$ cat config.mk
export PLATFORM = sky130hd
export DESIGN_NAME = pll_scan_loader
export DESIGN_NICKNAME = d
export VERILOG_FILES = /design/src/rtl/pll_scan_pkg.sv /design/src/rtl/psl_clk_div.sv /design/src/rtl/psl_wait_timer.sv /design/src/rtl/pll_scan_loader.sv
export SDC_FILE = /design/constraint.sdc
export NUM_CORES = 1
export LEC_CHECK = 0
export ABC_AREA = 0
export BUFFER_PORTS_ARGS = -buffer_cell sky130_fd_sc_hd__buf_2
export CAP_MARGIN = 10
export CORE_MARGIN = 2
export CORE_UTILIZATION = 49
export DETAILED_ROUTE_END_ITERATION = 8
export HOLD_SLACK_MARGIN = 0.02
export PLACE_DENSITY = 0.76
export SYNTH_ARGS = -nofsm -noshare
export SYNTH_HDL_FRONTEND = slang
export SYNTH_SLANG_ARGS = --single-unit
$ cat constraint.sdc
create_clock -name clk -period 2.2 [get_ports clk]
set_input_delay 0.11 -clock clk [delete_from_list [all_inputs] [get_ports clk]]
set_output_delay 0.11 -clock clk [all_outputs]
set_load 0.005 [all_outputs]
$ cat src/rtl/pll_scan_pkg.sv
package pll_scan_pkg;

    typedef enum logic [1:0] {
        PS_IDLE    = 2'd0,
        PS_SHIFT   = 2'd1,
        PS_WAIT_HI = 2'd2,
        PS_WAIT_LO = 2'd3
    } psl_state_e;

endpackage

$ cat src/rtl/psl_clk_div.sv
module psl_clk_div #(
    parameter int HALF_DIV = 2
) (
    input  logic clk,
    input  logic rst_n,
    input  logic en_i,
    output logic tick_o
);
    localparam int CW = (HALF_DIV > 1) ? $clog2(HALF_DIV) : 1;

    logic [CW-1:0] cnt_d, cnt_q;
    logic          at_end;

    assign at_end = (cnt_q == CW'(HALF_DIV - 1));
    assign tick_o = en_i && at_end;

    always_comb begin
        if (!en_i || at_end) begin
            cnt_d = '0;
        end else begin
            cnt_d = cnt_q + 1'b1;
        end
    end

    always_ff @(posedge clk) begin
        if (!rst_n) begin
            cnt_q <= '0;
        end else begin
            cnt_q <= cnt_d;
        end
    end
endmodule

$ cat src/rtl/psl_wait_timer.sv
module psl_wait_timer #(
    parameter int W = 16
) (
    input  logic         clk,
    input  logic         rst_n,
    input  logic         run_i,
    input  logic         clr_i,
    input  logic [W-1:0] limit_i,
    output logic         expired_o
);
    logic [W-1:0] cnt_d, cnt_q;

    assign expired_o = run_i && (cnt_q >= limit_i);

    always_comb begin
        if (!run_i || clr_i) begin
            cnt_d = '0;
        end else if (cnt_q != '1) begin
            cnt_d = cnt_q + 1'b1;
        end else begin
            cnt_d = cnt_q;
        end
    end

    always_ff @(posedge clk) begin
        if (!rst_n) begin
            cnt_q <= '0;
        end else begin
            cnt_q <= cnt_d;
        end
    end
endmodule

$ cat src/rtl/pll_scan_loader.sv
module pll_scan_loader
    import pll_scan_pkg::*;
#(
    parameter int CHAIN_LEN = 75,
    parameter int HALF_DIV  = 2,
    parameter int TMO_W     = 16
) (
    input  logic                 clk,
    input  logic                 rst_n,
    input  logic [CHAIN_LEN-1:0] cfg_i,
    input  logic                 load_i,
    input  logic                 rewrite_i,
    input  logic [TMO_W-1:0]     timeout_i,
    output logic                 busy_o,
    output logic                 done_o,
    output logic                 err_o,
    output logic                 scan_clk_o,
    output logic                 scan_data_o,
    output logic                 scan_read_o,
    output logic                 scan_write_o,
    input  logic                 scan_done_i
);
    localparam int NBITS = CHAIN_LEN + 1;
    localparam int RW    = $clog2(NBITS + 1);

    typedef struct packed {
        psl_state_e       st;
        logic [NBITS-1:0] sh;
        logic [RW-1:0]    rem;
        logic             sclk;
        logic             rd;
        logic             wr;
        logic             done;
        logic             err;
    } regs_t;

    regs_t r_d, r_q;
    logic  tick, tmo, clk_en, wait_run, wait_clr;

    assign clk_en   = (r_q.st == PS_SHIFT) || (r_q.st == PS_WAIT_LO);
    assign wait_run = (r_q.st == PS_WAIT_HI) || (r_q.st == PS_WAIT_LO);
    assign wait_clr = (r_d.st != r_q.st);

    psl_clk_div #(.HALF_DIV(HALF_DIV)) u_div (
        .clk    (clk),
        .rst_n  (rst_n),
        .en_i   (clk_en),
        .tick_o (tick)
    );

    psl_wait_timer #(.W(TMO_W)) u_tmr (
        .clk       (clk),
        .rst_n     (rst_n),
        .run_i     (wait_run),
        .clr_i     (wait_clr),
        .limit_i   (timeout_i),
        .expired_o (tmo)
    );

    always_comb begin
        r_d      = r_q;
        r_d.done = 1'b0;
        unique case (r_q.st)
            PS_IDLE: begin
                if (load_i) begin
                    r_d.st   = PS_SHIFT;
                    r_d.sh   = {1'b0, cfg_i};
                    r_d.rem  = RW'(NBITS);
                    r_d.rd   = 1'b1;
                    r_d.wr   = 1'b0;
                    r_d.sclk = 1'b0;
                    r_d.err  = 1'b0;
                end else if (rewrite_i) begin
                    r_d.st  = PS_WAIT_HI;
                    r_d.wr  = 1'b1;
                    r_d.err = 1'b0;
                end
            end
            PS_SHIFT: begin
                if (tick) begin
                    if (!r_q.sclk) begin
                        r_d.sclk = 1'b1;
                        r_d.rem  = r_q.rem - 1'b1;
                    end else begin
                        r_d.sclk = 1'b0;
                        if (r_q.rem == '0) begin
                            r_d.st = PS_WAIT_HI;
                        end else begin
                            r_d.sh = r_q.sh << 1;
                            if (r_q.rem == RW'(1)) begin
                                r_d.rd = 1'b0;
                                r_d.wr = 1'b1;
                            end
                        end
                    end
                end
            end
            PS_WAIT_HI: begin
                if (scan_done_i) begin
                    r_d.wr = 1'b0;
                    r_d.st = PS_WAIT_LO;
                end else if (tmo) begin
                    r_d.wr   = 1'b0;
                    r_d.err  = 1'b1;
                    r_d.done = 1'b1;
                    r_d.st   = PS_IDLE;
                end
            end
            PS_WAIT_LO: begin
                if (tick && r_q.sclk && !scan_done_i) begin
                    r_d.sclk = 1'b0;
                    r_d.done = 1'b1;
                    r_d.st   = PS_IDLE;
                end else if (tmo) begin
                    r_d.sclk = 1'b0;
                    r_d.err  = 1'b1;
                    r_d.done = 1'b1;
                    r_d.st   = PS_IDLE;
                end else if (tick) begin
                    r_d.sclk = ~r_q.sclk;
                end
            end
            default: begin
                r_d.st = PS_IDLE;
            end
        endcase
    end

    always_ff @(posedge clk) begin
        if (!rst_n) begin
            r_q <= '{st: PS_IDLE, default: '0};
        end else begin
            r_q <= r_d;
        end
    end

    assign busy_o       = (r_q.st != PS_IDLE);
    assign done_o       = r_q.done;
    assign err_o        = r_q.err;
    assign scan_clk_o   = r_q.sclk;
    assign scan_data_o  = r_q.sh[NBITS-1];
    assign scan_read_o  = r_q.rd;
    assign scan_write_o = r_q.wr;
endmodule

; ---- Word-level counts from Yosys, hierarchy flattened
; Cells that the tools add are included.
; Widths: inputs -> output; s select.
[op_classes]
reduce_logical = 26
n_addsub = 3
n_mux = 35
n_bitwise = 2
magnitude_cmp = 1
n_eq_ne = 19
[ops]
columns = cell, count
row1 = $pmux 83 s2, 1
row2 = $mux 88, 1
row3 = $mux 85, 1
row4 = $mux 78, 1
row5 = $mux 76, 1
row6 = $mux 2, 11
row7 = $ne 2x2->1 const B, 9
row8 = $add 16x1->16 const B, 1
row9 = $ge 16x16->1, 1
row10 = $ne 16x16->1 const B, 1
row11 = $reduce_and 6->1, 2
row12 = $mux 1, 11
row13 = $pmux 1 s3, 3
row14 = $reduce_bool 3->1, 3
row15 = $pmux 2 s4, 1
row16 = $reduce_and 4->1, 2
row17 = $eq 7x1->1 const B, 1
row18 = $logic_not 7->1, 1
row19 = $mux 7, 1
row20 = $reduce_and 7->1, 1
row21 = $sub 7x1->7 const B, 1
row22 = $ne 3x3->1 const B, 2
row23 = $reduce_and 5->1, 1
row24 = $eq 2x2->1 const B, 2
row25 = other kinds (14), 26
[word_totals]
output_inout_bits = 7
in_bits = 96
regBits = 107

; ---- Logic depth before layout (Yosys ltp)
[depth]
ltp_word = 10
depth_mapped = 11
mapped_depth_nobuf = 8

; ---- Hierarchy
; A second synthesis with hierarchy kept.
[unflattened]
cells_unflattened = 720
hier_area_um2 = 5987.0
[modules_own_cells]
columns = mod, cells_each, seq_area_each_um2, area_each_um2, n_inst
row1 = pll_scan_loader, 562, 1801.7, 4719.5, 1
row2 = psl_wait_timer, 155, 320.3, 1231.2, 1
row3 = psl_clk_div, 3, 20.0, 36.3, 1

; ---- Least setup slack after synthesis
; No wires, ideal clock.
[synth_timing]
path_kind = register to register
start = register u_tmr.cnt_q[13]
end = register u_tmr.cnt_q[12]
path_buffers = 1
slack_ps = 9
arrival_time_ps = 2076
synth_period_minus_slack_ps = 2191
path_stages_with_launch = 9
required_ps = 2084
setup_ps = 116
path_cell_list = dfxtp_1 -> ha_1 -> nand4_2 -> or4_1 -> a31oi_2 -> nor4_1 -> o21ai_2 -> buf_4 -> nor2_1
[synth_via]
elab_chain_cells = 8
[synth_lines]
columns = item, line
row1 = from (decl), psl_wait_timer.sv:11  ; logic [W-1:0] cnt_d, cnt_q;
row2 = from (signal assigned), psl_wait_timer.sv:29  ; cnt_q <= cnt_d;
row3 = $ge 16x16->1, psl_wait_timer.sv:13  ; assign expired_o = run_i && (cnt_q >= limit_i);
row4 = $logic_and 1x1->1, psl_wait_timer.sv:13
row5 = $mux 2, "pll_scan_loader.sv:102, pll_scan_loader.sv:114"
row6 = $mux 2 (on tied branches), "pll_scan_loader.sv:110, pll_scan_loader.sv:99"
row7 = $pmux 2 s4, pll_scan_loader.sv:63  ; unique case (r_q.st)
row8 = $ne 2x2->1, pll_scan_loader.sv:42  ; assign wait_clr = (r_d.st != r_q.st);
row9 = $logic_or 1x1->1, psl_wait_timer.sv:16  ; if (!run_i || clr_i) begin
row10 = $reduce_or 2->1 (no source line), --
; Several ways; a longest one is shown, not always the timed one.
; A chain may end at the register's enable or synchronous reset.

; ---- Worst setup path in the final report
[layout_timing]
start = register u_tmr.cnt_q[14]
end = register r_q, in the netlist scan_write_o
[layout_via]
elab_chain_cells = 4
[layout_lines]
columns = item, line
row1 = $ge 16x16->1, psl_wait_timer.sv:13
row2 = $logic_and 1x1->1, psl_wait_timer.sv:13
row3 = $ne 3x3->1 (no source line), --
row4 = $reduce_and 7->1 (no source line), --
row5 = to (signal assigned), pll_scan_loader.sv:133  ; r_q <= r_d;
row6 = to (decl), pll_scan_loader.sv:37  ; regs_t r_d, r_q;
; Every way passes these cells.

==> results by group <==
Critical path
  • Critical R2R Launch: u_tmr.cnt_q[14]$_SDFFE_PP0P_
  • Startpoint Class: flop
  • CP startpoint: u_tmr.cnt_q[14]$_SDFFE_PP0P_
  • Crit Path Class: reg -> reg
  • CP max FO: 3
  • CP max stage delay: 0.54 ns
  • Crit path buffers/inverters: 0
  • Worst setup EP type: flop
  • Worst EP arrival: 2.48 ns
  • Crit-path leading delay family: simple AND/OR/NAND/NOR gates
  • Crit path max-delay cell type: or4_4
  • Crit path required time: 2.47 ns
  • Worst path cell trace: ha_4, nand4_4, or4_4, a31oi_4, nor3_4, a2111o_1, mux2i_1

Clocking
  • Clock root cell: clkbuf_8
  • CTS Buf Count: 9
  • CTS tree: done
  • Clock-pin slew on the worst setup and hold paths: 0.11 ns
  • CTS sink count: 107
  • Clk_lat worst skew: 0.38 ns
  • Bufs on Longest Clock Path: 2
  • # H-tree levels: 3

Logic synthesis
  • Syn_nets: 685
  • Distinct cells, synth: 55
  • Post-synthesis register bit count: 107
  • Top FF cell, synth: dfxtp_1
  • Most frequent cells after synthesis: nor2_1, dfxtp_1, a222oi_1
  • Mean Syn Cell Area: 8.75 um2
  • Post-Syn Area: 0.00494 mm2
  • Main area contributors after synthesis: dfxtp_1, a222oi_1, nor2_1
  • Yosys warns: 0
  • Sequential fraction of the synthesis area: 43.4%
  • Number of synthesized flops with an enable pin: 0
  • Mapped Cells: 565
  • Leading area contributor after synthesis: dfxtp_1
  • Async set-reset flop share out of synthesis: 0%
  • Synth top area share: 43.4%
  • Cell with the most instances after synthesis: nor2_1

Routing
  • Vias per cell: 5.85
  • Routed Antenna Nets: 0
  • Post-route DRC: 10
  • Post-Route WL: 14.0 mm
  • First DRT Iteration DRCs: 608
  • Vias: 5110
  • Drt wl/cell: 16.1 um
  • Drt pass-1 iters: 9

Cells and area
  • Filler Cell Count: 772
  • Nets: 855
  • Max reg flops: 84
  • Top Registers: r_q: 84 flops, u_tmr.cnt_q: 16 flops
  • Ant diodes: 0
  • Final cell count without fillers: 873
  • Top reg by flops: r_q
  • Area grow syn2layout: 36.4%
  • Layout Utilization: 68.9%
  • Layout cell share with drive strength beyond 1: 26.1%

GRT
  • Number of antenna violations at the first check in global routing: 2
  • GR Overflow Total: 0
  • First-pass GRT wire length: 23.1 mm
  • Number of global-route vias before repair: 5010
  • Total track usage: 25.6%
  • Pin count of the biggest net entering global routing: 84

Power and ir drop
  • Pwr Density: 1100 mW/mm2
  • Peak VDD IR: 0.000707 V
  • Lkg Pwr: 2.81 nW

STA
  • Unrepaired setup endpoints after global routing: true
  • Slew margin rel.: 49.0%
  • Final min period: 2.21 ns
  • Final setup fails: 1
  • Final Hold Viols: 0
  • Final-report max-slew violation count: 0
  • Highest Clock Rate: 452 MHz
  • Setup Skew: 0.0116 ns
  • Final Hold Slack: 0.0395 ns
  • Final period utilization: 101%
  • Worst-margin pin slew: 0.758 ns
  • Setup WS post-layout: -0.0125 ns

Floorplan
  • Die area: 0.0109 mm2
  • Initial Utilization: 50.6%
  • I/O pin total: 103
  • Vert. Die Dim: 104 um
  • Die W: 104 um
  • Core box area: 0.00977 mm2
  • Num rows: 36

Run
  • Maxcap violations: 0

Hold path
  • Hold Path Class: in -> reg
  • Hold Path Origin: cfg_i[59]

Placement
  • DP Cell Count: 804
  • Pre-CTS setup slack: -0.133 ns
  • IO Port Bufs: 102
  • Post-DP HPWL: 8.84 mm
  • Placer Congestion: 0.898

Outcome
  • Run status: complete, but fails checks
  • Failing checks: DRC, setup timing
## placed cells by master (no fill, tap or decap), types with 4 or more instances in the layout
master,count
nor2_1,109
nand4_1,5
a22oi_1,4
nand2_1,29
xnor2_1,4
ha_4,5
nor3_1,29
ha_1,17
a222oi_1,52
o21ai_0,12
inv_1,26
clkbuf_8,9
buf_12,6
buf_2,102
a21oi_1,18
buf_4,38
dlygate4sd3_1,52
a221oi_1,22
xor2_1,9
nand3_1,16
dfxtp_1,104
## cells by family (layout without fill, tap and decap cells)
kind of cell / count (synthesis) / in the layout / synth area share [%]
AO/OA/AOI/OAI: 133 / 133 / 22.3
AND/OR/NAND/NOR: 216 / 216 / 19.7
XOR/XNOR: 13 / 13 / 2.30
flip-flops: 107 / 107 / 43.4
adder cells (fa/ha/maj): 24 / 24 / 6.08
buffers and inverters: 69 / 244 / 5.67
multiplexers: 3 / 3 / 0.608
## stage by stage
step	cell area [um2]	power, mW	setup TNS (ns)
6_report	6740	7.43	-0.0125
3_3_place_gp	5860	5.83	0
2_1_floorplan	4940	4.55	0
4_1_cts	6680	7.29	-0.0798
3_5_place_dp	5860	5.99	-0.904
5_1_grt	6740	7.96	-0.227
## per-layer routing
layer,vias up,wire (um),track usage [%]
li1,2452,-,-
met1,2390,5690,31.0
met2,223,7020,44.0
met3,41,914,5.70
met4,4,382,10.0
met5,-,24,0
## power breakdown
group / internal, mW / total, mW / switching [mW] / leakage [nW]
sequential: 2.44 / 2.77 / 0.329 / 0.877
combinational: 1.59 / 3.44 / 1.85 / 1.83
clock: 0.452 / 1.22 / 0.768 / 0.0998
## path summary, 6_finish.rpt
kind                                             endpoint  slack (ns)  depth (start not counted)
worst max register to register  scan_write_o$_SDFFE_PN0P_       -0.01                          7
worst min-delay path                 r_q[71]$_SDFFE_PN0P_        0.04                          3
worst min register to register  scan_write_o$_SDFFE_PN0P_        0.47                          2
worst max-delay path            scan_write_o$_SDFFE_PN0P_       -0.01                          7
## what timing repair did
item                                    4_1_cts  5_1_grt
hold buffers                                 52        0
hold endpoints to repair                     52        0
resized for setup                            11       15
endpoints found under the setup margin       18       79
pin swaps                                     7        6
setup buffers                                 0        1
cloned                                        0        0
## tightest hold or removal path: stages
cell	delay, ns
buf_2	0.08
a221oi_1	0.07
nor3_1	0.11
## area by class of cell
class | count | area [um2] | area share, %
Timing Repair Buffer | 200 | 1460 | 21.6
Tap cell | 133 | 166 | 2.47
Inverter | 28 | 105 | 1.56
Multi-Input combinational cell | 389 | 2650 | 39.4
Clock buffer | 9 | 124 | 1.84
Clock inverter | 7 | 85.1 | 1.26
Sequential cell | 107 | 2150 | 31.8
No activity file was read; power rests on OpenSTA's default activity.
